**config.mk**
```make
export PLATFORM = sky130hd
export DESIGN_NAME = wdog_keyed
export DESIGN_NICKNAME = d
export VERILOG_FILES = /design/src/rtl/wdog_pkg.sv /design/src/rtl/wdog_mode.sv /design/src/rtl/wdog_count.sv /design/src/rtl/wdog_flags.sv /design/src/rtl/wdog_keyed.sv
export SDC_FILE = /design/constraint.sdc
export NUM_CORES = 1
export LEC_CHECK = 0
export ABC_AREA = 1
export BUFFER_PORTS_ARGS = -buffer_cell sky130_fd_sc_hd__buf_4
export CORE_MARGIN = 4
export CORE_UTILIZATION = 28
export DETAILED_ROUTE_END_ITERATION = 16
export MAX_ROUTING_LAYER = met4
export SYNTH_ARGS = -nofsm -noshare
export SYNTH_HDL_FRONTEND = slang
export SYNTH_SLANG_ARGS = --single-unit
```
**constraint.sdc**
```tcl
create_clock -name clk -period 2.2 [get_ports clk]
set_input_delay 0.44 -clock clk [delete_from_list [all_inputs] [get_ports clk]]
set_output_delay 0.44 -clock clk [all_outputs]
set_load 0.1 [all_outputs]
```
**src/rtl/wdog_pkg.sv**
```systemverilog
package wdog_pkg;
  localparam int REG_W     = 32;
  localparam int FIELD_MAX = 12;
  localparam logic [1:0] ADDR_CTRL = 2'd0;
  localparam logic [1:0] ADDR_MODE = 2'd1;
  localparam logic [1:0] ADDR_STAT = 2'd2;
  localparam int B_IRQEN   = 12;
  localparam int B_RSTEN   = 13;
  localparam int B_DIS     = 15;
  localparam int DELTA_LSB = 16;
  localparam int B_IDLE    = 28;
  localparam int B_DBG     = 29;
  localparam int KEY_LSB   = 24;
  localparam logic [7:0] RESTART_KEY = 8'hA5;
  localparam int B_RESTART = 0;

  typedef struct packed {
    logic idle_halt;
    logic dbg_halt;
    logic dis;
    logic rst_en;
    logic irq_en;
  } mode_ctl_t;
endpackage

```
**src/rtl/wdog_mode.sv**
```systemverilog
module wdog_mode
  import wdog_pkg::*;
#(
  parameter int CNT_W = 12
) (
  input  logic             clk,
  input  logic             rst_n,
  input  logic             wr,
  input  logic [REG_W-1:0] wdata,
  output logic [CNT_W-1:0] reload,
  output logic [CNT_W-1:0] delta,
  output mode_ctl_t        ctl,
  output logic [REG_W-1:0] rdata
);
  logic unused_wdata;
  assign unused_wdata = ^wdata;

  always_ff @(posedge clk or negedge rst_n) begin
    if (!rst_n) begin
      reload <= '1;
      delta  <= '1;
      ctl    <= '{idle_halt: 1'b0, dbg_halt: 1'b0, dis: 1'b0, rst_en: 1'b1, irq_en: 1'b0};
    end else if (wr) begin
      ctl.idle_halt <= wdata[B_IDLE];
      ctl.dbg_halt  <= wdata[B_DBG];
      ctl.dis       <= wdata[B_DIS];
      ctl.rst_en    <= wdata[B_RSTEN];
      ctl.irq_en    <= wdata[B_IRQEN];
      if (!ctl.dis) begin
        reload <= wdata[CNT_W-1:0];
        delta  <= wdata[DELTA_LSB +: CNT_W];
      end
    end
  end

  always_comb begin
    rdata = '0;
    rdata[CNT_W-1:0]          = reload;
    rdata[DELTA_LSB +: CNT_W] = delta;
    rdata[B_IRQEN]            = ctl.irq_en;
    rdata[B_RSTEN]            = ctl.rst_en;
    rdata[B_DIS]              = ctl.dis;
    rdata[B_IDLE]             = ctl.idle_halt;
    rdata[B_DBG]              = ctl.dbg_halt;
  end

  assert_fields_locked_R4: assert property (@(posedge clk) disable iff (!rst_n)
    (wr && ctl.dis) |=> ($stable(reload) && $stable(delta)));
endmodule

```
**src/rtl/wdog_count.sv**
```systemverilog
module wdog_count #(
  parameter int CNT_W = 12
) (
  input  logic             clk,
  input  logic             rst_n,
  input  logic             tick,
  input  logic             enabled,
  input  logic             frozen,
  input  logic             restart,
  input  logic [CNT_W-1:0] reload,
  input  logic [CNT_W-1:0] delta,
  output logic             expire,
  output logic             win_err
);
  logic [CNT_W-1:0] count;
  logic             do_restart;
  logic             do_tick;

  assign do_restart = restart && enabled;
  assign do_tick    = tick && enabled && !frozen;
  assign win_err    = do_restart && (count > delta);
  assign expire     = !do_restart && do_tick && (count == '0);

  always_ff @(posedge clk or negedge rst_n) begin
    if (!rst_n) begin
      count <= '1;
    end else if (do_restart) begin
      count <= reload;
    end else if (do_tick) begin
      if (count == '0) count <= reload;
      else             count <= count - 1'b1;
    end
  end

  assert_hold_disabled_R3: assert property (@(posedge clk) disable iff (!rst_n)
    !enabled |=> $stable(count));
  assert_step_down_R2: assert property (@(posedge clk) disable iff (!rst_n)
    (tick && enabled && !frozen && !restart && count != '0)
      |=> (count == CNT_W'($past(count) - 1'b1)));
  assert_freeze_hold_R9: assert property (@(posedge clk) disable iff (!rst_n)
    (frozen && !restart) |=> $stable(count));
endmodule

```
**src/rtl/wdog_flags.sv**
```systemverilog
module wdog_flags (
  input  logic       clk,
  input  logic       rst_n,
  input  logic       expire,
  input  logic       win_err,
  input  logic       rd_clr,
  input  logic       rst_en,
  input  logic       irq_en,
  input  logic       dis,
  output logic [1:0] flags,
  output logic       rst_req,
  output logic       irq
);
  logic pulse_q;

  always_ff @(posedge clk or negedge rst_n) begin
    if (!rst_n) begin
      flags   <= '0;
      pulse_q <= 1'b0;
    end else begin
      flags   <= (rd_clr ? 2'b00 : flags) | {win_err, expire};
      pulse_q <= (expire || win_err) && rst_en;
    end
  end

  assign rst_req = pulse_q;
  assign irq     = irq_en && !dis && (flags != 2'b00);

  assert_read_clears_R8: assert property (@(posedge clk) disable iff (!rst_n)
    (rd_clr && !expire && !win_err) |=> (flags == 2'b00));
  assert_pulse_needs_event_R7: assert property (@(posedge clk) disable iff (!rst_n)
    rst_req |-> ($past(expire) || $past(win_err)));
endmodule

```
**src/rtl/wdog_keyed.sv**
```systemverilog
module wdog_keyed
  import wdog_pkg::*;
#(
  parameter int CNT_W = 12
) (
  input  logic        clk,
  input  logic        rst_n,
  input  logic        tick_en,
  input  logic        idle_in,
  input  logic        debug_in,
  input  logic        wr_en,
  input  logic [1:0]  wr_addr,
  input  logic [31:0] wr_data,
  input  logic        rd_en,
  input  logic [1:0]  rd_addr,
  output logic [31:0] rd_data,
  output logic        rst_req,
  output logic        irq
);
  logic [CNT_W-1:0] reload;
  logic [CNT_W-1:0] delta;
  mode_ctl_t        ctl;
  logic [REG_W-1:0] mode_rdata;
  logic [1:0]       flags;
  logic             mode_wr;
  logic             restart;
  logic             frozen;
  logic             expire;
  logic             win_err;
  logic             stat_rd;

  assign mode_wr = wr_en && (wr_addr == ADDR_MODE);
  assign restart = wr_en && (wr_addr == ADDR_CTRL)
                && (wr_data[KEY_LSB +: 8] == RESTART_KEY) && wr_data[B_RESTART];
  assign frozen  = (idle_in && ctl.idle_halt) || (debug_in && ctl.dbg_halt);
  assign stat_rd = rd_en && (rd_addr == ADDR_STAT);

  wdog_mode #(.CNT_W(CNT_W)) u_mode (
    .clk(clk), .rst_n(rst_n), .wr(mode_wr), .wdata(wr_data),
    .reload(reload), .delta(delta), .ctl(ctl), .rdata(mode_rdata)
  );

  wdog_count #(.CNT_W(CNT_W)) u_count (
    .clk(clk), .rst_n(rst_n), .tick(tick_en), .enabled(!ctl.dis),
    .frozen(frozen), .restart(restart), .reload(reload), .delta(delta),
    .expire(expire), .win_err(win_err)
  );

  wdog_flags u_flags (
    .clk(clk), .rst_n(rst_n), .expire(expire), .win_err(win_err),
    .rd_clr(stat_rd), .rst_en(ctl.rst_en), .irq_en(ctl.irq_en), .dis(ctl.dis),
    .flags(flags), .rst_req(rst_req), .irq(irq)
  );

  always_comb begin
    rd_data = '0;
    if (rd_en) begin
      case (rd_addr)
        ADDR_MODE: rd_data = mode_rdata;
        ADDR_STAT: rd_data = {30'd0, flags};
        default:   rd_data = '0;
      endcase
    end
  end

  assert_bad_key_ignored_R5: assert property (@(posedge clk) disable iff (!rst_n)
    (wr_en && wr_addr == ADDR_CTRL && wr_data[KEY_LSB +: 8] != RESTART_KEY)
      |=> !$rose(flags[1]));
endmodule

```
==> run summary <==
Once the floorplan was initialized, standard cells occupied 28.9% of the core. The final hold violation count is 0. The final clock skew came out at 0.00605 ns. STA classifies the critical path endpoint as an output port. The largest individual stage delay along the critical path comes from the cell sky130_fd_sc_hd__buf_4. TritonCTS built the clock tree. Setup violations remaining at the end of the flow were counted as 0. The post-layout net count is approximately 530. The total area of multi-input combinational cells came out at between 1500 and 2000 um2. The maximum fanout encountered on the critical timing path is 10. The commonest cells after synthesis are 93 x sky130_fd_sc_hd__nand2_1, 83 x sky130_fd_sc_hd__nor2_1, 55 x sky130_fd_sc_hd__inv_1, 37 x sky130_fd_sc_hd__dfstp_2, 29 x sky130_fd_sc_hd__nand3_1. The synthesis-to-finish area growth is 34.2%. The height of the die came out at 109 um. By area, the combinational part of the netlist is dominated by simple AND/OR/NAND/NOR gates. The placeable core area came out at between 9000 and 10000 um2.

The critical path's most frequent cell is sky130_fd_sc_hd__buf_4. The critical path arrival came out at around 1.7 ns. In this run, placement finished with an instance count of between 500 and 600. After Yosys synthesis, and, or, nand and nor cells account for 32.4% of the synthesized area. The wire length of the first global-routing pass came out at 12.4 mm.

The count of non-filler cells in the finished layout is 602. Setup repair after global routing left no endpoint under its margin. Data on the critical path is required at its endpoint by about 1.8 ns. Buffers inserted during clock tree synthesis total 5.

The count of buffers inserted at the top-level ports came out at 72. The number of max-slew violations in the final report came out at 0. The number of antenna diodes is 0. The worst pin sits at a relative slew slack of 57.7%. The via count of the first global-routing pass came out at 2732. In the final layout, flip-flops and latches occupy 1150 um2. The number of cells on the worst reg-to-reg path is 10. The cell sitting at the root of the clock tree is a sky130_fd_sc_hd__clkbuf_8.

Based on the critical path, the design can be clocked at up to 477 MHz. For this run, the leading register cell type out of synthesis is sky130_fd_sc_hd__dfstp_2. STA classifies the critical path startpoint as an input pin. The post-synthesis instance area came out at 2840 um2. The leakage power total is 1.95 nW. The average footprint of a synthesized cell came out at 7.18 um2. The transition time of the tightest slew-check pin is 0.635 ns. The tree built by TritonCTS fans out to 44 sinks.

Measured along the x axis, the die boundary spans 109 um. The post-cts hold buffer count came out at 0. Across the VDD grid, the largest voltage drop is 0.362 mV. The residual antenna-violating net count after detailed routing came out at 0. The post-synthesis cell count is 395. The total chip power is 3.73 mW. The source-to-sink clock delay at the later pin of the worst-skew pair is around 0.30 ns. The yosys synthesis warning count is 0. The synthesized-area fraction occupied by xor and xnor cells came out at 0.927%. On the worst path, the slowest cell contributes a delay of 0.29 ns. The worst hold path belongs to the class in -> async.

The wire length reported by the detailed router came out at 7.30 mm. The number of placed I/O pins came out at 77. The post-route netlist has between 30 and 40% of its cells at a drive strength greater than 1.

The clock slew at the register clock pins of the worst setup and hold paths came out at 0.08 ns. The worst hold slack across all endpoints came out at approximately 0.12 ns. The pin count of the biggest net entering global routing is 48.

The post-synthesis async set-or-reset flop share came out at between 90% and 100%. Summed over all layers, the global routing overflow is 0. The maximum clock path buffer count is 2. The sequential cell area fraction in the yosys report is 40.5%. The H-tree was split into 2 levels. Routability-driven placement finished with a final weighted congestion of 0.846. The final critical-path share of the clock period came out at 95.4%. The complex-gate fraction of the synthesized area is 7.81%. The number of enable-type register cells in the synthesized netlist is 0.

In this run the post-CTS setup repair buffer count came out at 0. The number of iterations in the first detailed-routing pass is 4. The number of placement rows is 36. The die covers 11800 um2.

The final critical path time including I/O delays and setup is 2.10 ns. Global routing consumed, over all layers together, 13.4% of the routing resources. The average wire per cell in the routed design came out at 12.1 um. Summing the areas of all fa, ha and maj instances in the mapped netlist gives under 10% of the synthesized area. The final-layout fill cell count is 1072. Ranked by total cell area, the synthesized netlist is headed by sky130_fd_sc_hd__dfstp_2 34%, sky130_fd_sc_hd__nand2_1 12%, sky130_fd_sc_hd__nor2_1 11%, sky130_fd_sc_hd__inv_1 7.3%, sky130_fd_sc_hd__ha_1 6.6%. In the synthesized netlist, mux cells make up 0.397% of the area. The sum of net half-perimeters after detailed placement is 5.71 mm.

The via total after detailed routing came out at between 2000 and 3000. The synthesized flop and latch total came out at 44. The violation count after the first detailed-routing iteration is 111.

Dividing the detail-routed via count by the number of cells gives 4.46. The critical path is of the in -> out type. For the final routed database, the setup TNS stands at 0 ns. The largest total area in the synthesized netlist belongs to sky130_fd_sc_hd__dfstp_2.

The netlist uses 32 different library cells. The flow ran to the end, and the final reports show no timing, DRC or antenna violations. The number of antenna violations at the first check in global routing was 0. The most common cell in the synthesized netlist is sky130_fd_sc_hd__nand2_1. Dividing total power by cell area gives a power density of 979 nW/um2. Max-cap violations in this run came to 0. The share of the synthesized area in the top cell type came out at 34.3%. The number of gates resized after CTS came out at 0.

The number of design rule violations left after detail routing came out at 0. Traced cell by cell, the critical path runs through buf_4 -> inv_1 -> ha_1 -> inv_1 -> nand3_4 -> buf_4 -> nor2_1 -> buf_4.
[stage by stage]
stage	setup WS, ns	instance area [um2]	utilization, %
floorplan	-0.520	3060	-
global placement	0.105	3700	37.7
detailed placement	0.0838	3700	37.7
CTS	0.0840	3810	38.8
global route	0.000297	3810	38.8
finish	0.102	3810	38.8
[layer usage]
metal  vias to the layer above  global-route usage [%]  routed length [um]
met1                      1251                    16.7                3300
met4                         0                    3.34                  85
met5                         -                       -                   0
met2                        62                    22.5                3560
met3                         8                    2.49                 354
li1                       1363                       -                   -
[path summary, 6_finish.rpt]
kind | slack [ns] | end | startpoint
max in group asynchronous | 1.69 | u_count.count[4] | rst_n
max | 0.10 | rd_data[3] | rd_addr[0]
min reg2reg | 0.49 | u_mode.delta[9] | u_mode.delta[9]
max reg2reg | 0.46 | u_flags.rst_req | u_mode.delta[11]
min in group clk | 0.37 | u_mode.reload[4] | wr_data[4]
min | 0.12 | u_mode.ctl[3] | rst_n
[kinds of logic (layout without fill, tap and decap cells)]
family / count (synthesis) / count (layout)
flops: 44 / 44
compound gates: 41 / 41
fa+ha+maj: 15 / 15
mux: 1 / 1
xor+xnor: 3 / 3
buf+inv: 70 / 142
other cells: 1 / 3
simple gates: 220 / 220
[worst max-delay path: cells and delay by family]
family,cells,cell delay [ns]
fa+ha+maj,1,0.28
buf+inv,5,0.74
simple gates,2,0.19
[state kept, by name, summed over array words and instances (netlist names)]
name / cells
u_count.count: 12
u_mode.delta: 12
u_mode.reload: 12
u_mode.ctl: 5
u_flags.flags: 2
u_flags.rst_req: 1
[placed cells by master, fill, tap and decap left out, drive strengths merged]
master  instances
nand2          96
nor2           88
buf            78
inv            56
dfstp          37
nand3          30
a21oi          29
ha             15
o21ai           9
dfrtp           7
clkbuf          6
nand4           4
xnor2           3
conb            3
o22ai           2
nor3            1
a21o            1
nand3b          1
mux2            1
clkinv          1
bufinv          1
[report_power, final]
part / internal, mW / total, mW / switching, mW
Clock: 0.337 / 0.623 / 0.286
Combinational: 0.584 / 1.66 / 1.08
Sequential: 1.24 / 1.44 / 0.198
[cell type report]
class                      count  share of cell area [%]
clock inverter                 2                   0.920
clock buffer                   6                    1.91
inverter                      56                    5.59
tap                          133                    4.37
multi-input combinational    283                    41.0
sequential                    44                    30.1
timing repair buffer          78                    16.0
(Power assumes the default switching activity.)
